### config.mk
export PLATFORM = sky130hd
export DESIGN_NAME = spb_host_slave
export DESIGN_NICKNAME = d
export VERILOG_FILES = /design/src/rtl/spb_pkg.sv /design/src/rtl/spb_addr_decode.sv /design/src/rtl/spb_eclk_edge.sv /design/src/rtl/spb_regfile.sv /design/src/rtl/spb_host_slave.sv
export SDC_FILE = /design/constraint.sdc
export NUM_CORES = 1
export LEC_CHECK = 0
export BUFFER_PORTS_ARGS = -buffer_cell sky130_fd_sc_hd__buf_2
export CAP_MARGIN = 20
export CORE_UTILIZATION = 40
export DETAILED_ROUTE_END_ITERATION = 10
export HOLD_SLACK_MARGIN = 0.08
export MAX_ROUTING_LAYER = met4
export PLACE_DENSITY_LB_ADDON = 0.05
export SETUP_SLACK_MARGIN = 0.05
export SLEW_MARGIN = 20
export SYNTH_ARGS = -nofsm -noshare
export SYNTH_HDL_FRONTEND = slang
export SYNTH_SLANG_ARGS = --single-unit
### constraint.sdc
create_clock -name clk -period 6.8 [get_ports clk]
set_clock_uncertainty 0.15 [all_clocks]
set_input_delay 0.34 -clock clk [delete_from_list [all_inputs] [get_ports clk]]
set_output_delay 0.34 -clock clk [all_outputs]
set_load 0.05 [all_outputs]
### src/rtl/spb_pkg.sv
package spb_pkg;

    localparam int ADDR_HI_W = 5;
    localparam int SEL_W     = 3;
    localparam int DATA_W    = 8;
    localparam int NREGS     = 1 << SEL_W;

    typedef logic [DATA_W-1:0] byte_t;

    // Bus request as seen on the pins
    typedef struct packed {
        logic [ADDR_HI_W-1:0] addr_hi;
        logic [SEL_W-1:0]     sel;
        logic                 as_n;
        logic                 lds_n;
        logic                 psel_n;
        logic                 rw;
        logic                 vma_n;
    } bus_req_t;

    // Register-file access decided for this cycle
    typedef struct packed {
        logic             wr;
        logic             rd;
        logic [SEL_W-1:0] idx;
    } access_t;

    function automatic logic addr_hit(input bus_req_t r,
                                      input logic [ADDR_HI_W-1:0] dec);
        return (r.addr_hi == dec) && !r.as_n && !r.lds_n && !r.psel_n;
    endfunction

endpackage

### src/rtl/spb_addr_decode.sv
module spb_addr_decode
    import spb_pkg::*;
#(
    parameter logic [ADDR_HI_W-1:0] DECODE_VAL = 5'h13
) (
    input  bus_req_t req,
    output logic     hit
);
    always_comb hit = addr_hit(req, DECODE_VAL);
endmodule

### src/rtl/spb_eclk_edge.sv
module spb_eclk_edge (
    input  logic clk,
    input  logic rst,
    input  logic e_in,
    output logic e_fall
);
    logic e_q;

    always_ff @(posedge clk) begin
        if (rst) e_q <= 1'b0;
        else     e_q <= e_in;
    end

    always_comb e_fall = e_q && !e_in;
endmodule

### src/rtl/spb_regfile.sv
module spb_regfile
    import spb_pkg::*;
#(
    parameter int DW = DATA_W,
    parameter int SW = SEL_W
) (
    input  logic          clk,
    input  logic          rst,
    input  logic          wr,
    input  logic [SW-1:0] idx,
    input  logic [DW-1:0] wdata,
    output logic [DW-1:0] rdata
);
    localparam int N = 1 << SW;

    logic [DW-1:0] regs [N];

    for (genvar i = 0; i < N; i++) begin : g_reg
        always_ff @(posedge clk) begin
            if (rst)
                regs[i] <= '0;
            else if (wr && idx == SW'(i))
                regs[i] <= wdata;
        end
    end

    always_comb rdata = regs[idx];
endmodule

### src/rtl/spb_host_slave.sv
module spb_host_slave
    import spb_pkg::*;
#(
    parameter logic [ADDR_HI_W-1:0] DECODE_VAL = 5'h13
) (
    input  logic                 clk,
    input  logic                 rst,
    input  logic [ADDR_HI_W-1:0] addr_hi,
    input  logic [SEL_W-1:0]     reg_sel,
    input  logic                 as_n,
    input  logic                 lds_n,
    input  logic                 psel_n,
    input  logic                 rw,
    input  logic                 vma_n,
    input  logic                 e_clk,
    input  logic [DATA_W-1:0]    wdata,
    output logic                 vpa_n,
    output logic [DATA_W-1:0]    d_out,
    output logic                 d_oe
);
    bus_req_t req;
    access_t  acc;
    logic     hit;
    logic     e_fall;
    byte_t    rd_val;

    always_comb begin
        req.addr_hi = addr_hi;
        req.sel     = reg_sel;
        req.as_n    = as_n;
        req.lds_n   = lds_n;
        req.psel_n  = psel_n;
        req.rw      = rw;
        req.vma_n   = vma_n;
    end

    spb_addr_decode #(.DECODE_VAL(DECODE_VAL)) u_dec (
        .req (req),
        .hit (hit)
    );

    spb_eclk_edge u_edge (
        .clk    (clk),
        .rst    (rst),
        .e_in   (e_clk),
        .e_fall (e_fall)
    );

    // Transfer window: acknowledged, still addressed, memory-valid low
    always_comb begin
        acc.idx = req.sel;
        acc.wr  = hit && !vpa_n && !req.vma_n && !req.rw && e_fall;
        acc.rd  = hit && !vpa_n && !req.vma_n &&  req.rw;
    end

    spb_regfile #(.DW(DATA_W), .SW(SEL_W)) u_rf (
        .clk   (clk),
        .rst   (rst),
        .wr    (acc.wr),
        .idx   (acc.idx),
        .wdata (wdata),
        .rdata (rd_val)
    );

    always_ff @(posedge clk) begin
        if (rst) begin
            vpa_n <= 1'b1;
            d_oe  <= 1'b0;
            d_out <= '0;
        end else begin
            vpa_n <= !hit;
            d_oe  <= acc.rd;
            d_out <= acc.rd ? rd_val : '0;
        end
    end
endmodule

==> results.sh <==
export IMPL_yosysWarnings=0
export IMPL_startpoint="vpa_n"
export IMPL_overflow=0
export IMPL_drcViolationCount=0
export IMPL_avgViaCountPerCell=5.49
export IMPL_cts_buffers=9
export IMPL_grt_max_degree=73
export IMPL_layout_min_cycle_time_ps=2910
export IMPL_powerDensity_nw_per_um2=254
export IMPL_internal_power_mw=0.777
export IMPL_cp_num_buf_inv=2
export IMPL_grt_busiest_layer="met2"
export IMPL_hold_class="input port to flop"
export IMPL_r2r_setup_slack_ps=3890
export IMPL_maxCapViolCount=0
export IMPL_grt_pass1_vias=2102
export IMPL_grt_total_usage=0.208
export IMPL_holdCritStartpoint="e_clk"
export IMPL_seqPwrFrac=0.513
export IMPL_synth_top_cell_area_share=0.562
export IMPL_gr_usage_met3=0.0322
export IMPL_n_fill_cell=758
export IMPL_critical_path_top_delay_family="simple AND/OR/NAND/NOR gates"
export IMPL_met2_usage=0.308
export IMPL_drive_above_1_share=0.266
export IMPL_netlist_area_um2=3420
export IMPL_routed_wl_um=8190
export IMPL_cts_tree="yes"
export IMPL_seq_area_frac_synth=0.626
export IMPL_dp_hpwl_um=5460
export IMPL_reg2regPathDepth=5
export IMPL_required_ps=6700
export IMPL_min_period_over_period=0.429
export IMPL_grtUsageMet1=0.292
export IMPL_clkSlewWorstSetupHoldPaths_ps=80
export IMPL_startpoint_type="flop"
export IMPL_peakVddDrop_mv=0.106
export IMPL_num_rows=33
export IMPL_finalHoldViolations=0
export IMPL_hold_ws_ps=106
export IMPL_crit_path_max_fanout=39
export IMPL_drt_pass1_iter_count=4
export IMPL_num_vias=2186
export IMPL_reg2reg_from="vpa_n"
export IMPL_synthArstFlopShare=0
export IMPL_slowest_delay_ps=660
export IMPL_crit_chain="nor4_2 -> nand4_4 -> buf_12 -> o21ai_0 -> buf_4"
export IMPL_cellLeakagePower_nw=1.38
export IMPL_core_um2=8260
export IMPL_tightest_slew_ps=899
export IMPL_die_area_um2=8930
export IMPL_cts_sinks=75
export IMPL_maxSlewHeadroom=0.399
export IMPL_p_comb_frac=0.072
export IMPL_crit_end="u_rf.regs[5][1]"
export IMPL_antenna_found_initial=0
export IMPL_io_buffers=33
export IMPL_criticalPathCategory="flop to flop"
export IMPL_endpoint_kind="flop"
export IMPL_start_util=0.414
export IMPL_synthesis_nets=282
export IMPL_cts_resized=0
export IMPL_drt_iter0_drc=103
export IMPL_synthTopCellsByArea="edfxtp_1 56%, mux4_2 11%, nor3_1 9.4%, dfxtp_1 6.4%, nand2_1 4.1%"
export IMPL_r2r_end="u_rf.regs[5][1]"
export IMPL_ys_flop_type="edfxtp_1"
export IMPL_clock_latency_ps=350
export IMPL_maxSlewViolCount=0
export IMPL_nets=312
export IMPL_critPathArrivalTime_ps=2820
export IMPL_fin_setup_tns_ps=0
export IMPL_clockRootBuffer="clkbuf_8"
export IMPL_pwr_share_clk=0.415
export IMPL_ant_nets=0
export IMPL_wl_per_cell_um=20.6
export IMPL_switchingPower_mw=0.216
export IMPL_setup_viol=0
export IMPL_path_depth=5
export IMPL_die_w_um=94.5
export IMPL_die_h_um=94.5
export IMPL_synth_commonest_cells="64 x edfxtp_1, 64 x nor3_1, 37 x nand2_1, 16 x mux4_2, 11 x dfxtp_1"
export IMPL_area_growth_pct=14.3
export IMPL_synth_edff_count=64
export IMPL_gp_congestion=0.781
export IMPL_ys_types=26
export IMPL_outcome="complete, no violations"
export IMPL_htree_num_levels=3
export IMPL_ys_seq_elements=75
export IMPL_cts_path_max_buffers=2
export IMPL_yosysTopAreaCell="edfxtp_1"
export IMPL_swShare=0.218
export IMPL_slowest_stage="o21ai_0"
export IMPL_rsz0062_at_grt="false"
export IMPL_diodes=0
export IMPL_avgSynthCellArea_um2=13.3
export IMPL_syn_inst=258
export IMPL_ios=34
export IMPL_max_freq_mhz=343
export IMPL_grt_pass1_wl_um=12600
[power by group through the flow]
stage,clock network [mW],registers (mW),logic [mW]
global placement,0,0.520,0.0698
floorplan,0,0.519,0.0435
CTS,0.416,0.510,0.0717
detailed placement,0,0.520,0.0711
global route,0.434,0.511,0.0774
finish,0.411,0.509,0.0717
[metal layers]
layer  vias to the layer above  routed length, µm
li1                       1035                  -
met1                      1088               3960
met2                        54               3840
met3                         9                291
met4                         0                 95
met5                         -                  0
[sequential cells by signal, indices dropped and copies added, names as in the netlist]
name        count
d_oe            1
u_edge.e_q      1
vpa_n           1
u_rf.regs      64
d_out           8
[worst reg2reg max path, cell delays in order (launching register included)]
cell,delay [ps]
dfxtp_1,330
nor4_2,360
nand4_4,450
buf_12,360
o21ai_0,660
buf_4,300
[layout by cell type (no fill, tap or decap), drive strengths merged, types with 2 or more instances in the layout]
cell type  instances
buf               42
bufinv             3
clkbuf            11
dfxtp             11
edfxtp            64
inv                2
mux2i              8
mux4              16
nand2             37
nand2b             3
nand4              2
nor2               9
nor2b              3
nor3              64
o21ai              7
[worst min path at each step]
stage | cells after the start | slack (ps) | endpoint
after detailed placement | 2 | 390 | u_edge.e_q
after CTS | 2 | 90 | u_edge.e_q
after global placement | 2 | 390 | u_edge.e_q
after floorplan | 1 | 260 | u_edge.e_q
after global routing | 2 | 100 | u_edge.e_q
final | 2 | 110 | u_edge.e_q
[stage by stage]
stage               area, µm²  worst slack, ps  instances  utilization  power (mW)
CTS                      3880             3510        396        0.470       0.997
finish                   3910             3890        398        0.474       0.993
global placement         3620             3320        379        0.439       0.590
global route             3910             3660        398        0.474        1.02
detailed placement       3630             3330        379        0.440       0.591
floorplan                3420             4140        258            -       0.562
[what timing repair did]
item                      in CTS  in global routing
hold endpoints to repair       1                  0
hold buffers                   1                  0
setup buffers                  0                  0
[logic make-up after synthesis]
| group | count (synthesis) | synth area share |
|---|---|---|
| AND/OR/NAND/NOR | 125 | 0.185 |
| flip-flops | 75 | 0.626 |
| buffers and inverters | 26 | 0.0479 |
| multiplexers | 24 | 0.129 |
| AO/OA/AOI/OAI | 8 | 0.0128 |
[layout make-up]
type	count	area, µm²	share of cell area
sequential	75	2140	0.547
multi-input combinational	157	1130	0.290
timing repair buffer	43	263	0.0672
clock buffer	11	131	0.0336
tap	105	131	0.0336
clock inverter	5	103	0.0262
inverter	2	7.51	0.00192
(Power assumes the default switching activity.)
